--- src/rtl/fpm_pkg.sv ---
package fpm_pkg;
  typedef enum logic [2:0] {
    S_PRE,   // RAS high, precharge dwell
    S_IDLE,  // no row open, precharge met
    S_ROW,   // row on pins, RAS about to fall
    S_RCD,   // RAS low, waiting before column
    S_COL,   // column and write data on pins
    S_CASL,  // CAS low
    S_CASH,  // CAS high, row open
    S_REF    // memory handed to refresh agent
  } fpm_state_t;
endpackage

--- src/rtl/fpm_dwell.sv ---
module fpm_dwell #(
  parameter int W       = 4,
  parameter int RST_VAL = 0
) (
  input  logic         clk,
  input  logic         rst,
  input  logic         load,
  input  logic [W-1:0] load_val,
  output logic         done
);
  logic [W-1:0] cnt;

  always_ff @(posedge clk) begin
    if (rst)              cnt <= W'(RST_VAL);
    else if (load)        cnt <= load_val;
    else if (cnt != '0)   cnt <= cnt - W'(1);
  end

  assign done = (cnt == '0);
endmodule

--- src/rtl/fpm_age.sv ---
module fpm_age #(
  parameter int W = 8
) (
  input  logic         clk,
  input  logic         rst,
  input  logic         start,
  output logic [W-1:0] age
);
  // age = cycles from the start edge to the next edge; saturates ("long ago")
  always_ff @(posedge clk) begin
    if (rst)              age <= '1;
    else if (start)       age <= W'(1);
    else if (age != '1)   age <= age + W'(1);
  end
endmodule

--- src/rtl/fpm_ctrl.sv ---
module fpm_ctrl
  import fpm_pkg::*;
#(
  parameter int ROW_W     = 11,
  parameter int COL_W     = 11,
  parameter int DQ_W      = 4,
  parameter int T_RP      = 4,
  parameter int T_RCD     = 2,
  parameter int T_RAS     = 6,
  parameter int T_RAS_MAX = 9900,
  parameter int T_CAS     = 2,
  parameter int T_CP      = 1,
  parameter int T_PC      = 4,
  parameter int T_CAC     = 2,
  parameter int T_AA      = 3,
  parameter int T_RAC     = 6
) (
  input  logic                   clk,
  input  logic                   rst,
  input  logic                   req_valid,
  output logic                   req_ready,
  input  logic [ROW_W+COL_W-1:0] req_addr,
  input  logic                   req_we,
  input  logic [DQ_W-1:0]        req_wdata,
  output logic                   rd_valid,
  output logic [DQ_W-1:0]        rd_data,
  input  logic                   ref_req,
  output logic                   ref_gnt,
  output logic                   dram_ras_n,
  output logic                   dram_cas_n,
  output logic                   dram_we_n,
  output logic                   dram_oe_n,
  output logic [ROW_W-1:0]       dram_addr,
  output logic [DQ_W-1:0]        dram_dq_out,
  output logic                   dram_dq_oe,
  input  logic [DQ_W-1:0]        dram_dq_in
);
  localparam int AW     = (ROW_W > COL_W) ? ROW_W : COL_W;
  localparam int GUARD  = T_CAS + T_CAC + T_AA + T_RAC + T_CP + T_PC + 2;
  localparam int LIMIT  = T_RAS_MAX - GUARD;
  localparam int AGE_W  = $clog2(T_RAS_MAX + 1) + 1;
  localparam int TMR_W  = $clog2(T_RP + T_RCD + T_CP + 1);
  localparam logic [AGE_W-1:0] A_LIM = AGE_W'(LIMIT);
  localparam logic [AGE_W-1:0] A_RAS = AGE_W'(T_RAS);
  localparam logic [AGE_W-1:0] A_CAS = AGE_W'(T_CAS);
  localparam logic [AGE_W-1:0] A_CAC = AGE_W'(T_CAC);
  localparam logic [AGE_W-1:0] A_AA  = AGE_W'(T_AA - 1);
  localparam logic [AGE_W-1:0] A_RAC = AGE_W'(T_RAC);
  localparam logic [AGE_W-1:0] A_PC  = AGE_W'(T_PC - 1);

  fpm_state_t state;
  logic [ROW_W-1:0] open_row;
  logic [COL_W-1:0] col_q;
  logic             wr_q;
  logic [DQ_W-1:0]  wd_q;
  logic [AGE_W-1:0] ras_age, cas_age;
  logic             tmr_done, tmr_load;
  logic [TMR_W-1:0] tmr_val;

  logic [ROW_W-1:0] req_row;
  logic [COL_W-1:0] req_col;
  assign req_row = req_addr[ROW_W+COL_W-1:COL_W];
  assign req_col = req_addr[COL_W-1:0];

  // timing qualifiers, each referring to the next clock edge
  logic hit, ras_ok, near_lim, pc_ok, rd_ok;
  assign hit      = (req_row == open_row);
  assign ras_ok   = (ras_age >= A_RAS);
  assign near_lim = (ras_age >= A_LIM);
  assign pc_ok    = (cas_age >= A_PC);
  assign rd_ok    = (cas_age >= A_CAC) && (cas_age >= A_AA) && (ras_age >= A_RAC);

  logic page_ok, casl_done, close_now, ref_exit, pre_go, rcd_go, accept;
  assign page_ok   = (state == S_CASH) && tmr_done && pc_ok && !near_lim && hit;
  assign req_ready = !ref_req && ((state == S_IDLE) || page_ok);
  assign accept    = req_valid && req_ready;
  assign casl_done = (state == S_CASL) && (cas_age >= A_CAS) && (wr_q || rd_ok);
  assign close_now = (state == S_CASH) && tmr_done && ras_ok &&
                     (ref_req || near_lim || (req_valid && !hit));
  assign ref_exit  = (state == S_REF) && !ref_req;
  assign pre_go    = close_now || ref_exit;
  assign rcd_go    = (state == S_ROW);

  assign tmr_load = pre_go || rcd_go || casl_done;
  always_comb begin
    if (pre_go)      tmr_val = TMR_W'(T_RP - 1);
    else if (rcd_go) tmr_val = TMR_W'(T_RCD - 1);
    else             tmr_val = TMR_W'(T_CP - 1);
  end

  fpm_dwell #(.W(TMR_W), .RST_VAL(T_RP - 1)) u_dwell (
    .clk(clk), .rst(rst), .load(tmr_load), .load_val(tmr_val), .done(tmr_done)
  );
  fpm_age #(.W(AGE_W)) u_ras_age (
    .clk(clk), .rst(rst), .start(rcd_go), .age(ras_age)
  );
  fpm_age #(.W(AGE_W)) u_cas_age (
    .clk(clk), .rst(rst), .start(state == S_COL), .age(cas_age)
  );

  // column source: a page hit takes the live request, otherwise the latched one
  logic [COL_W-1:0] col_src;
  logic             wr_src;
  logic [DQ_W-1:0]  wd_src;
  assign col_src = (state == S_CASH) ? req_col   : col_q;
  assign wr_src  = (state == S_CASH) ? req_we    : wr_q;
  assign wd_src  = (state == S_CASH) ? req_wdata : wd_q;

  always_ff @(posedge clk) begin
    if (rst) begin
      state       <= S_PRE;
      dram_ras_n  <= 1'b1;
      dram_cas_n  <= 1'b1;
      dram_we_n   <= 1'b1;
      dram_oe_n   <= 1'b1;
      dram_dq_oe  <= 1'b0;
      dram_dq_out <= '0;
      dram_addr   <= '0;
      rd_valid    <= 1'b0;
      rd_data     <= '0;
      ref_gnt     <= 1'b0;
      open_row    <= '0;
      col_q       <= '0;
      wr_q        <= 1'b0;
      wd_q        <= '0;
    end else begin
      rd_valid <= 1'b0;
      if (accept) begin
        col_q <= req_col;
        wr_q  <= req_we;
        wd_q  <= req_wdata;
      end
      case (state)
        S_PRE: if (tmr_done) begin
          state   <= ref_req ? S_REF : S_IDLE;
          ref_gnt <= ref_req;
        end
        S_IDLE: if (ref_req) begin
          state   <= S_REF;
          ref_gnt <= 1'b1;
        end else if (req_valid) begin
          state     <= S_ROW;
          dram_addr <= AW'(req_row);
          open_row  <= req_row;
        end
        S_ROW: begin
          dram_ras_n <= 1'b0;
          state      <= S_RCD;
        end
        S_CASL: if (casl_done) begin
          dram_cas_n <= 1'b1;
          dram_we_n  <= 1'b1;
          dram_oe_n  <= 1'b1;
          dram_dq_oe <= 1'b0;
          rd_valid   <= !wr_q;
          rd_data    <= dram_dq_in;
          state      <= S_CASH;
        end
        S_COL: begin
          dram_cas_n <= 1'b0;
          state      <= S_CASL;
        end
        S_REF: if (ref_exit) begin
          ref_gnt <= 1'b0;
          state   <= S_PRE;
        end
        default: ;
      endcase
      if (close_now) begin
        dram_ras_n <= 1'b1;
        state      <= S_PRE;
      end else if ((state == S_RCD && tmr_done) || (page_ok && req_valid)) begin
        dram_addr   <= AW'(col_src);
        dram_we_n   <= !wr_src;
        dram_oe_n   <= wr_src;
        dram_dq_oe  <= wr_src;
        dram_dq_out <= wd_src;
        state       <= S_COL;
      end
    end
  end
endmodule

--- config.mk ---
export PLATFORM = sky130hd
export DESIGN_NAME = fpm_ctrl
export DESIGN_NICKNAME = d
export VERILOG_FILES = /design/src/rtl/fpm_pkg.sv /design/src/rtl/fpm_dwell.sv /design/src/rtl/fpm_age.sv /design/src/rtl/fpm_ctrl.sv
export SDC_FILE = /design/constraint.sdc
export NUM_CORES = 1
export LEC_CHECK = 0
export ABC_CLOCK_PERIOD_IN_PS = 3200
export CORE_MARGIN = 8
export CORE_UTILIZATION = 51
export CTS_CLUSTER_SIZE = 10
export DETAILED_ROUTE_END_ITERATION = 8
export PLACE_DENSITY = 0.72
export SLEW_MARGIN = 40
export SYNTH_ARGS = -nofsm -noshare
export SYNTH_HDL_FRONTEND = slang
export SYNTH_HIERARCHICAL = 1
export SYNTH_SLANG_ARGS = --single-unit
--- constraint.sdc ---
create_clock -name clk -period 3.2 [get_ports clk]
set_input_delay 0.64 -clock clk [delete_from_list [all_inputs] [get_ports clk]]
set_output_delay 0.64 -clock clk [all_outputs]
set_load 0.1 [all_outputs]
== Word-level counts from Yosys, hierarchy flattened ==
Cells that the tools add are included.
Storage, ports and cells
  bits in registers: 89
  bits of input ports: 35
  output and inout bits: 27
  logic and storage cells: 143
Cells by class
  add/subtract/negate cells: 3
  $lt $le $gt $ge: 4
  equal/unequal tests: 19
  muxes and demuxes: 42
  bitwise operators: 4
  reductions and logical operators: 50
Operator list (count)
  2-to-1 mux 11 bit: 6
  2-to-1 mux 15 bit: 4
  adder 15 x 1 -> 15 bit, second input constant: 2
  >= comparator 15 x 2 -> 1 bit, second input constant: 2
  inequality test 15 bit, second input constant: 2
  2-to-1 mux 3 bit: 9
  2-to-1 mux 1 bit: 18
  one-hot mux 3 bit (6 select lines): 1
  >= comparator 15 x 14 -> 1 bit, second input constant: 1
  >= comparator 15 x 3 -> 1 bit, second input constant: 1
  logical AND 1 bit: 15
  == test 3 bit, second input constant: 4
  == test 11 bit: 1
  AND reduction 5 bit: 2
  logical OR 1 bit: 8
  inequality test 2 bit, second input constant: 4
  nonzero test 2 bit: 4
  nonzero test 7 bit: 1
  == test 3 x 2 -> 1 bit, second input constant: 2
  zero test 3 bit: 2
  inequality test 3 x 2 -> 1 bit, second input constant: 2
  inequality test 3 bit, second input constant: 2
  AND reduction 2 bit: 3
  nonzero test 3 bit: 2
  14 further kinds: 24

== Logic depth before layout (Yosys ltp) ==
Gate-level depths: netlist (run 1).
  depth after elaboration: 9
  gate-level depth with buffers: 11
  gate-level depth less buffers: 9

== Hierarchy ==
Netlist (run 1), hierarchy kept.
By module, submodules not included
  fpm_ctrl: times used 1, cells an instance 354, area each 2919.0 um^2, seq. area each 1121.1 um^2
  fpm_age: times used 2, cells an instance 87, area each 800.8 um^2, seq. area each 300.3 um^2
  fpm_dwell: times used 1, cells an instance 20, area each 197.7 um^2, seq. area each 60.1 um^2

== Worst setup path before layout (run 1) ==
OpenSTA, ideal clock, no wires.
  path kind: input -> output
  start point: in req_addr[13]
  end point: out req_ready
  data arrival time: 2.809 ns
  required time: 2.560 ns
  path slack: -0.249 ns
  cell stages on the path: 5
  buffers on the path: 0
  cells stage by stage: xnor2_1 nand4_2 nor3_4 nand3_1 a21oi_1
On the way
  word-level cells in the longest chain between the ends: 4
RTL lines
  start, declared: RTL line fpm_ctrl.sv:22  | input logic [ROW_W+COL_W-1:0] req_addr,
  == test 11 bit: RTL line fpm_ctrl.sv:67  | assign hit = (req_row == open_row);
  logical AND 1 bit: RTL line fpm_ctrl.sv:74  | assign page_ok = (state == S_CASH) && tmr_done && pc_ok && !near_lim && hit;
  logical OR 1 bit: RTL line fpm_ctrl.sv:75  | assign req_ready = !ref_req && ((state == S_IDLE) || page_ok);
  logical AND 1 bit: RTL line fpm_ctrl.sv:75
  end, declared: RTL line fpm_ctrl.sv:21  | output logic req_ready,
Every way passes these cells.

== Final worst setup path (run 1) ==
  start point: in req_addr[15]
  end point: out req_ready
The elaborated chain is that of the path after synthesis.

==> flow_metrics.py, run 1 <==
metrics = {
    "finish": {
        "diodes": 0,
        "drive_above_1_share_pct": 15.0,
        "fin_util_pct": 61.1,
        "fin_area_um2": 5570,
        "area_growth_pct": 18.0,
        "nFillCells": 825,
        "layout.nets": 642,
        "fin_cells": 719,
    },
    "timing": {
        "rsz0062_at_grt": "false",
        "finalSetupViolCount": 0,
        "relSlewSlack_pct": 60.5,
        "min_period_over_period_pct": 94.4,
        "skew_ns": 0.0193,
        "fin_setup_tns_ns": 0,
        "max_freq_mhz": 331,
        "slew_violations": 0,
        "tightest_slew_ns": 0.593,
        "fin_ws_ns": 0.181,
        "min_period_ns": 3.02,
        "hold_violations": 0,
    },
    "setup_path": {
        "worstRegToRegCells": 7,
        "cp_slowest_cell": "clkdlybuf4s50_1",
        "cp.required_ns": 2.56,
        "r2r-start": "u_ras_age/age[8]",
        "cp-end-kind": "output port",
        "cp_common_cell": "nand3_1",
        "setup.worst_path.class": "in -> out",
        "r2r_slack_ns": 0.40,
        "cp-start-kind": "primary input",
        "max_stage_delay_ns": 0.50,
        "critPathMaxFanout": 5,
        "crit_chain": "clkdlybuf4s50_1, xnor2_1, nand3_1, nor3_4, nand3_1, a21oi_2, buf_12",
        "critPathArrivalTime_ns": 2.38,
        "rr_endpoint": "u_dwell/cnt[1]",
    },
    "global_routing": {
        "grt_pass1_wl_um": 20600,
        "grt_pass1_vias": 4114,
        "overflow": 0,
        "grtUsageTotal_pct": 19.6,
        "antenna_found_initial": 0,
        "grt_max_degree": 44,
    },
    "yosys": {
        "synth_cells": 548,
        "synthFlopType": "dfxtp_1",
        "ys_types": 71,
        "yosys.area.top_type": "dfxtp_1",
        "netlist_area_um2": 4720,
        "synth-warning-count": 6,
        "syn_avg_cell_area_um2": 8.61,
        "synth-edff-count": 0,
        "ys_seq_area_share_pct": 37.8,
        "synth-seq-cells": 89,
        "synth_top_area_share_pct": 37.8,
        "async_reset_ff_share_pct": 0,
        "syn_nets": 587,
        "synth_area_leaders": "dfxtp_1 (38%), a21oi_1 (5.2%), mux2i_1 (5.1%)",
    },
    "routing": {
        "drt_pass1_iterations": 5,
        "first_iter_violations": 299,
        "highest_layer": "met4",
        "route.met3.wl_um": 683,
        "wl_met2_um": 5930,
        "met1_length_um": 5620,
        "vias": 4425,
        "drtAntennaViolNets": 0,
        "wl_per_cell_um": 17.3,
        "viasPerCell": 6.15,
        "drc": 0,
        "totalWireLength_um": 12400,
    },
    "power": {
        "p_int_uw": 2380,
        "seq_power_share_pct": 39.1,
        "p_leak_uw": 0.00211,
        "powerDensity_nw_per_um2": 784,
        "ir_drop_mv": 0.307,
        "p_switching_uw": 1980,
        "power_frac_comb_pct": 43.6,
        "clkPwrFrac_pct": 17.3,
        "swShare_pct": 45.4,
    },
    "clocking": {
        "cts_num_sinks": 89,
        "cts_made_buffers": 9,
        "clk_transition_reported_paths_ns": 0.08,
        "cts_tree": "built",
        "cts_buffer_depth": 2,
        "cts-htree-levels": 3,
        "postCtsSetupBuffers": 0,
        "cts_root_buf": "clkbuf_8",
        "ctsHoldBuffers": 0,
        "post_cts_resized": 0,
        "worstSkewPairLatency_ns": 0.37,
    },
    "floorplan": {
        "initial_core_util_pct": 51.8,
        "core_region_area_um2": 9110,
        "row_count": 35,
        "die_h_um": 112,
        "dieArea_um2": 12600,
        "die_w_um": 112,
        "ios": 62,
    },
    "placement": {
        "dpl_worst_slack_ns": -0.0436,
        "portBuffers": 61,
        "hpwlAfterDp_um": 8940,
        "place_area_um2": 5370,
        "dp.cells": 703,
        "routabilityCongestion": 0.860,
    },
    "hold_path": {
        "min_delay_worst_endpoint": "dram_ras_n",
        "hp-class": "reg -> reg",
        "min_from": "dram_ras_n",
        "whs_path_depth": 2,
    },
    "outcome": {
        "outcome": "complete, no violations",
    },
    "flow_run": {
        "drv_cap": 0,
    },
}
## stage by stage
| stage | total power (uW) | hold WS [ns] |
|---|---|---|
| 2_1_floorplan | 3120 | 0.442 |
| 5_1_grt | 4650 | 0.484 |
| 3_3_place_gp | 3520 | 0.449 |
| 4_1_cts | 4350 | 0.474 |
| 6_report | 4360 | 0.470 |
| 3_5_place_dp | 3600 | 0.458 |
## worst max path at each step
stage	start	end	slack (ns)
floorplan	req_addr[13]	req_ready	0.35
global placement	req_addr[15]	u_dwell/cnt[1]	0.13
detailed placement	req_addr[15]	u_dwell/cnt[1]	-0.04
CTS	req_addr[15]	req_ready	0.16
global route	req_addr[15]	req_ready	0.09
finish	req_addr[15]	req_ready	0.18
## sequential cells by signal (all words and copies together) (netlist names), 4 cells and up
name	cells
wd_q	4
dram_dq_out	4
col_q	11
u_cas_age/age	15
open_row	11
u_ras_age/age	15
dram_addr	11
rd_data	4
## cell families (layout without fill, tap and decap cells)
group | count (synthesis) | in the layout | share of synthesized area [%]
AND/OR/NAND/NOR | 208 | 208 | 25.7
XOR/XNOR | 21 | 21 | 3.90
adder cells (fa/ha/maj) | 4 | 4 | 1.06
flip-flops | 89 | 89 | 37.8
multiplexers | 25 | 25 | 5.33
buffers and inverters | 43 | 103 | 3.92
other | 1 | 1 | 0.0795
AO/OA/AOI/OAI | 157 | 157 | 22.3
## worst max-delay path, delay by kind of cell
family	cells	cell delay (ns)
AO/OA/AOI/OAI	1	0.25
AND/OR/NAND/NOR	3	0.66
XOR/XNOR	1	0.12
buffers and inverters	2	0.71
## cell usage in the layout, fill, tap and decap left out, types with 4 or more instances in the layout
| master | netlist | routed |
|---|---|---|
| dfxtp_1 | 89 | 89 |
| nand2_1 | 51 | 51 |
| a21oi_1 | 49 | 48 |
| nand3_1 | 45 | 45 |
| o21ai_0 | 43 | 43 |
| buf_4 | 1 | 39 |
| clkdlybuf4s50_1 | 0 | 33 |
| mux2i_1 | 24 | 24 |
| nor2_1 | 23 | 23 |
| nor4_1 | 13 | 13 |
| inv_1 | 12 | 12 |
| nor3_1 | 11 | 11 |
| xnor2_1 | 11 | 11 |
| xor2_1 | 10 | 10 |
| clkbuf_8 | 0 | 9 |
| o31ai_2 | 8 | 8 |
| nand4_1 | 7 | 7 |
| o311ai_0 | 7 | 7 |
| o211ai_1 | 7 | 7 |
| o31ai_1 | 6 | 6 |
| or4_1 | 6 | 6 |
| nor2b_1 | 5 | 5 |
| and3_1 | 5 | 5 |
| or2_2 | 5 | 5 |
| a31o_2 | 4 | 4 |
| o311ai_1 | 4 | 4 |
| ha_1 | 4 | 4 |
## metal layers
layer  GRT usage [%]  up-vias
met3            3.86       21
met1            25.1     2090
li1                -     2162
met2            32.0      152
met5               0        -
met4            7.01        0
## cells in the mapped netlist (2+ instances only)
master     instances
a2111oi_0          3
a211o_1            2
a21oi_1           49
a311o_1            3
a31o_2             4
a31oi_1            3
and2_1             2
and3_1             5
and4_1             3
and4b_1            2
clkbuf_1          26
dfxtp_1           89
ha_1               4
inv_1             12
mux2i_1           24
nand2_1           51
nand2b_1           3
nand3_1           45
nand4_1            7
nand4_2            3
nand4_4            2
nand4b_1           3
nor2_1            23
nor2b_1            5
nor3_1            11
nor3b_1            3
nor4_1            13
nor4_4             2
o2111ai_1          2
o211ai_1           7
o21ai_0           43
o21ai_1            2
o22ai_1            2
o311ai_0           7
o311ai_1           4
o31ai_1            6
o31ai_2            8
o41ai_2            2
or2_2              5
or3_1              3
or4_1              6
xnor2_1           11
xor2_1            10
## power groups by stage
| stage | logic [uW] | clock network [uW] | registers (uW) |
|---|---|---|---|
| after floorplan | 1370 | 0 | 1750 |
| after global placement | 1810 | 0 | 1710 |
| after detailed placement | 1880 | 0 | 1720 |
| after CTS | 1880 | 770 | 1700 |
| after global routing | 2090 | 807 | 1750 |
| final | 1900 | 754 | 1710 |
## layout make-up
class | count | area (um2) | share of cell area [%]
Timing Repair Buffer | 74 | 648 | 11.6
Inverter | 13 | 48.8 | 0.877
Clock buffer | 10 | 128 | 2.29
Tap cell | 111 | 139 | 2.50
Multi-Input combinational cell | 416 | 2760 | 49.6
Clock inverter | 6 | 58.8 | 1.06
Sequential cell | 89 | 1780 | 32.0
Note: power is estimated with default switching activity, not from simulation.
==> inputs of run 2 (changes only) <==
--- a/config.mk
+++ b/config.mk
@@ -7,10 +7,11 @@
 export LEC_CHECK = 0
 export ABC_CLOCK_PERIOD_IN_PS = 3200
 export CORE_MARGIN = 8
-export CORE_UTILIZATION = 51
+export CORE_UTILIZATION = 40
 export CTS_CLUSTER_SIZE = 10
 export DETAILED_ROUTE_END_ITERATION = 8
-export PLACE_DENSITY = 0.72
+export MAX_ROUTING_LAYER = met4
+export PLACE_DENSITY = 0.58
 export SLEW_MARGIN = 40
 export SYNTH_ARGS = -nofsm -noshare
 export SYNTH_HDL_FRONTEND = slang
==> run 2 against run 1 <==
  * Flip-flop and latch count stayed put
  * Critical path depth stayed put
  * Sequential share of layout area is 1.1 points lower
  * Clock skew is 0.011 ns lower
  * Clock-buffer cell count is 1 higher
  * Critical endpoint unchanged
==> flow_metrics.py, run 2 (synthesis results as in run 1) <==
metrics = {
    "clocking": {
        "cts_root_buf": "clkbuf_16",
        "cts_buffer_depth": 2,
        "ctsHoldBuffers": 0,
        "cts_tree": "built",
        "clk_transition_reported_paths_ns": 0.07,
        "cts-htree-levels": 3,
        "cts_made_buffers": 9,
        "postCtsSetupBuffers": 0,
        "worstSkewPairLatency_ns": 0.35,
        "post_cts_resized": 0,
        "cts_num_sinks": 89,
    },
    "finish": {
        "diodes": 0,
        "nFillCells": 1128,
        "final_common_cell": "dfxtp_1",
        "fin_area_um2": 5760,
        "layout.nets": 648,
        "mostFrequentLayoutCells": "dfxtp_1 (89), nand2_1 (51), a21oi_1 (48), nand3_1 (45), buf_4 (45)",
        "area_growth_pct": 22.2,
        "reg_top3": "u_cas_age/age (15), u_ras_age/age (15)",
        "fin_util_pct": 50.3,
        "drive_above_1_share_pct": 15.8,
    },
    "floorplan": {
        "die_h_um": 125,
        "ios": 62,
        "die_w_um": 125,
        "core_region_area_um2": 11500,
        "row_count": 39,
        "dieArea_um2": 15500,
        "initial_core_util_pct": 41.1,
    },
    "setup_path": {
        "r2r_slack_ns": 0.47,
        "setup.worst_path.class": "in -> out",
        "cp-end-kind": "output port",
        "cp.required_ns": 2.56,
        "cp-start-kind": "primary input",
        "critPathMaxFanout": 5,
        "worstRegToRegCells": 7,
        "critPathArrivalTime_ns": 2.42,
        "r2r-start": "u_ras_age/age[8]",
        "rr_endpoint": "u_dwell/cnt[1]",
    },
    "placement": {
        "dpl_worst_slack_ns": 0.101,
        "routabilityCongestion": 0.873,
        "place_area_um2": 5460,
        "portBuffers": 61,
        "hpwlAfterDp_um": 8900,
    },
    "global_routing": {
        "antenna_found_initial": 0,
        "grt_pass1_vias": 4090,
        "grt_max_degree": 39,
        "grt_pass1_wl_um": 21200,
        "overflow": 0,
        "grtUsageTotal_pct": 16.7,
    },
    "power": {
        "powerDensity_nw_per_um2": 817,
        "p_total_uw": 4710,
        "p_leak_uw": 0.00219,
        "ir_drop_mv": 0.403,
    },
    "timing": {
        "fin_ws_ns": 0.136,
        "min_period_over_period_pct": 95.8,
        "finalSetupViolCount": 0,
        "skew_ns": 0.00847,
        "min_period_ns": 3.06,
        "hold_violations": 0,
        "slew_violations": 0,
        "tightest_slew_ns": 0.744,
        "relSlewSlack_pct": 50.3,
        "fin_setup_tns_ns": 0,
        "max_freq_mhz": 326,
        "rsz0062_at_grt": "false",
    },
    "routing": {
        "totalWireLength_um": 12700,
        "wl_per_cell_um": 16.8,
        "drt_pass1_iterations": 5,
        "drtAntennaViolNets": 0,
        "first_iter_violations": 372,
        "vias": 4318,
        "drc": 0,
        "viasPerCell": 5.70,
    },
    "hold_path": {
        "hp-class": "reg -> reg",
        "whs_path_depth": 2,
        "min_from": "wd_q[1]",
        "min_delay_worst_endpoint": "wd_q[1]",
    },
    "flow_run": {
        "drv_cap": 0,
    },
    "outcome": {
        "outcome": "complete, no violations",
    },
}
==> run 2: final cells by class <==
class                           instances  area, um2  share of cell area [%]
Sequential cell                        89       1780                    30.9
Multi-Input combinational cell        416       2760                    47.8
Clock buffer                           11        243                    4.21
Tap cell                              143        179                    3.10
Timing Repair Buffer                   80        693                    12.0
Inverter                               13       48.8                   0.847
Clock inverter                          5       63.8                    1.11
==> run 2: routing by layer <==
layer | share of wire, % | track usage, %
met1 | 50 | 22.3
met4 | 1.2 | 5.67
met3 | 4.3 | 3.53
met5 | 0 | -
met2 | 45 | 24.4
==> run 2: power breakdown <==
| part | internal (uW) | switching (uW) | total [uW] |
|---|---|---|---|
| logic | 756 | 1180 | 1930 |
| clock network | 632 | 453 | 1080 |
| registers | 1340 | 348 | 1690 |
| total | 2730 | 1980 | 4710 |
==> run 2: worst max path at each step <==
stage                            start  cells past startpoint              to
after floorplan           req_addr[13]                      5       req_ready
after global placement    req_addr[13]                      7       req_ready
after detailed placement  req_addr[13]                      8  u_dwell/cnt[1]
after CTS                 req_addr[13]                      7       req_ready
after global routing      req_addr[11]                      7       req_ready
final                     req_addr[20]                      7       req_ready
==> run 2: metrics by stage <==
stage               hold WS [ns]  instances
floorplan                  0.442        548
global placement           0.449        741
global route               0.484        757
finish                     0.465        757
CTS                        0.465        757
detailed placement         0.456        741
==> run 2: critical path, cell delays in order <==
cell	delay, ns
clkdlybuf4s50_1	0.50
xnor2_1	0.13
nand4_1	0.24
nor3_4	0.31
nand3_1	0.14
a21oi_2	0.24
buf_12	0.20
==> inputs of run 3 (changes only) <==
--- a/config.mk
+++ b/config.mk
@@ -11,7 +11,6 @@
 export CTS_CLUSTER_SIZE = 10
 export DETAILED_ROUTE_END_ITERATION = 8
 export MAX_ROUTING_LAYER = met4
-export PLACE_DENSITY = 0.58
 export SLEW_MARGIN = 40
 export SYNTH_ARGS = -nofsm -noshare
 export SYNTH_HDL_FRONTEND = slang
==> run 3 against run 2 <==
  * Sequential power is essentially flat
  * Die area unchanged
  * Via count fell by 0.46%
  * Sequential share of layout area grew 0.20 points
  * Clock-buffer cell count down 1
  * Flip-flop and latch count did not move
  * Critical path type unchanged
  * Largest cell class unchanged
  * Largest power group unchanged
==> flow_metrics.py, run 3 (synthesis results as in run 1) <==
metrics = {
    "outcome": {
        "outcome": "complete, no violations",
    },
    "placement": {
        "portBuffers": 61,
        "place_area_um2": 5420,
        "routabilityCongestion": 0.881,
        "dpl_worst_slack_ns": 0.0234,
        "dp.cells": 736,
        "hpwlAfterDp_um": 8960,
    },
    "clocking": {
        "cts_tree": "built",
        "cts_num_sinks": 89,
        "cts_root_buf": "clkbuf_16",
        "ctsHoldBuffers": 0,
        "postCtsSetupBuffers": 0,
        "cts_buffer_depth": 2,
        "cts_made_buffers": 9,
        "clk_transition_reported_paths_ns": 0.06,
        "cts-htree-levels": 3,
        "worstSkewPairLatency_ns": 0.34,
        "post_cts_resized": 0,
    },
    "global_routing": {
        "overflow": 0,
        "antenna_found_initial": 0,
        "grtUsageTotal_pct": 16.4,
        "grt_max_degree": 53,
        "grt_pass1_wl_um": 21000,
        "grt_pass1_vias": 4128,
    },
    "power": {
        "p_total_uw": 4670,
        "ir_drop_mv": 0.336,
        "powerDensity_nw_per_um2": 816,
        "p_leak_uw": 0.00216,
    },
    "routing": {
        "first_iter_violations": 327,
        "totalWireLength_um": 12700,
        "wl_per_cell_um": 16.9,
        "drt_pass1_iterations": 4,
        "drtAntennaViolNets": 0,
        "vias": 4298,
        "viasPerCell": 5.72,
        "drc": 0,
    },
    "timing": {
        "hold_violations": 0,
        "tightest_slew_ns": 0.810,
        "fin_setup_tns_ns": 0,
        "skew_ns": 0.00792,
        "slew_violations": 0,
        "fin_ws_ns": 0.181,
        "finalSetupViolCount": 0,
        "min_period_over_period_pct": 94.4,
        "rsz0062_at_grt": "false",
        "min_period_ns": 3.02,
        "max_freq_mhz": 331,
        "relSlewSlack_pct": 45.7,
    },
    "floorplan": {
        "die_h_um": 125,
        "ios": 62,
        "die_w_um": 125,
        "row_count": 39,
        "core_region_area_um2": 11500,
        "initial_core_util_pct": 41.1,
        "dieArea_um2": 15500,
    },
    "setup_path": {
        "max_stage_delay_ns": 0.45,
        "cp.required_ns": 2.56,
        "critPathArrivalTime_ns": 2.38,
        "cp-end-kind": "output port",
        "crit_path_end": "req_ready",
        "crit_chain": "clkdlybuf4s50_1, xnor2_1, nand4_2, nor3_4, nand3_1, a21oi_2, buf_12",
        "rr_endpoint": "u_dwell/cnt[1]",
        "worstRegToRegCells": 7,
        "cp-start-kind": "primary input",
        "r2r_slack_ns": 0.47,
        "setup.worst_path.class": "in -> out",
        "critPathMaxFanout": 5,
        "r2r-start": "u_ras_age/age[8]",
        "cp-startpoint": "req_addr[13]",
        "cp_slowest_cell": "clkdlybuf4s50_1",
    },
    "finish": {
        "fin_area_um2": 5730,
        "mostFrequentLayoutCells": "dfxtp_1 (89), nand2_1 (51), a21oi_1 (48), nand3_1 (45), o21ai_0 (43)",
        "area_growth_pct": 21.4,
        "reg_top3": "u_cas_age/age (15), u_ras_age/age (15)",
        "drive_above_1_share_pct": 15.3,
        "layout.nets": 643,
        "final_common_cell": "dfxtp_1",
        "fin_cells": 752,
        "nFillCells": 1115,
        "diodes": 0,
    },
    "flow_run": {
        "drv_cap": 0,
    },
    "hold_path": {
        "hp-class": "reg -> reg",
    },
}
==> run 3: worst min-delay path by stage <==
stage	slack [ns]	startpoint	end	cells past startpoint
floorplan	0.44	wr_q	rd_valid	1
global placement	0.45	col_q[8]	col_q[8]	2
detailed placement	0.46	col_q[10]	col_q[10]	2
CTS	0.47	col_q[10]	col_q[10]	2
global route	0.48	col_q[8]	col_q[8]	2
finish	0.46	col_q[10]	col_q[10]	2
==> run 3: per-stage QoR <==
step                hold slack [ns]  utilization, %
floorplan                     0.442               -
global placement              0.449            47.3
detailed placement            0.457            47.3
CTS                           0.466            49.9
global route                  0.483            49.9
finish                        0.464            49.9
==> run 3: routing by layer <==
metal / vias up / GRT usage [%] / routed length, um
met5: - / - / 0
met4: 0 / 5.60 / 82
met3: 6 / 2.60 / 470
met2: 86 / 24.7 / 5760
met1: 2026 / 21.9 / 6420
li1: 2180 / - / -
==> run 3: power breakdown <==
group	total [uW]	leakage, uW	internal, uW	switching [uW]
combinational	1890	0.00129	736	1160
clock	1080	0.000145	628	454
sequential	1700	0.000727	1340	353
total	4670	0.00216	2710	1960
==> run 3: area by class of cell <==
cell class                 count  area [um2]  area share (%)
clock buffer                  10         239            4.17
clock inverter                 6        67.6            1.18
inverter                      13        48.8           0.852
multi-input combinational    416        2760            48.1
sequential                    89        1780            31.1
tap                          143         179            3.12
timing repair buffer          75         656            11.4
==> run 3: critical path, delay by kind of cell <==
family,cells,cell delay [ns]
buffers and inverters,2,0.65
AND/OR/NAND/NOR,3,0.63
XOR/XNOR,1,0.24
AO/OA/AOI/OAI,1,0.22
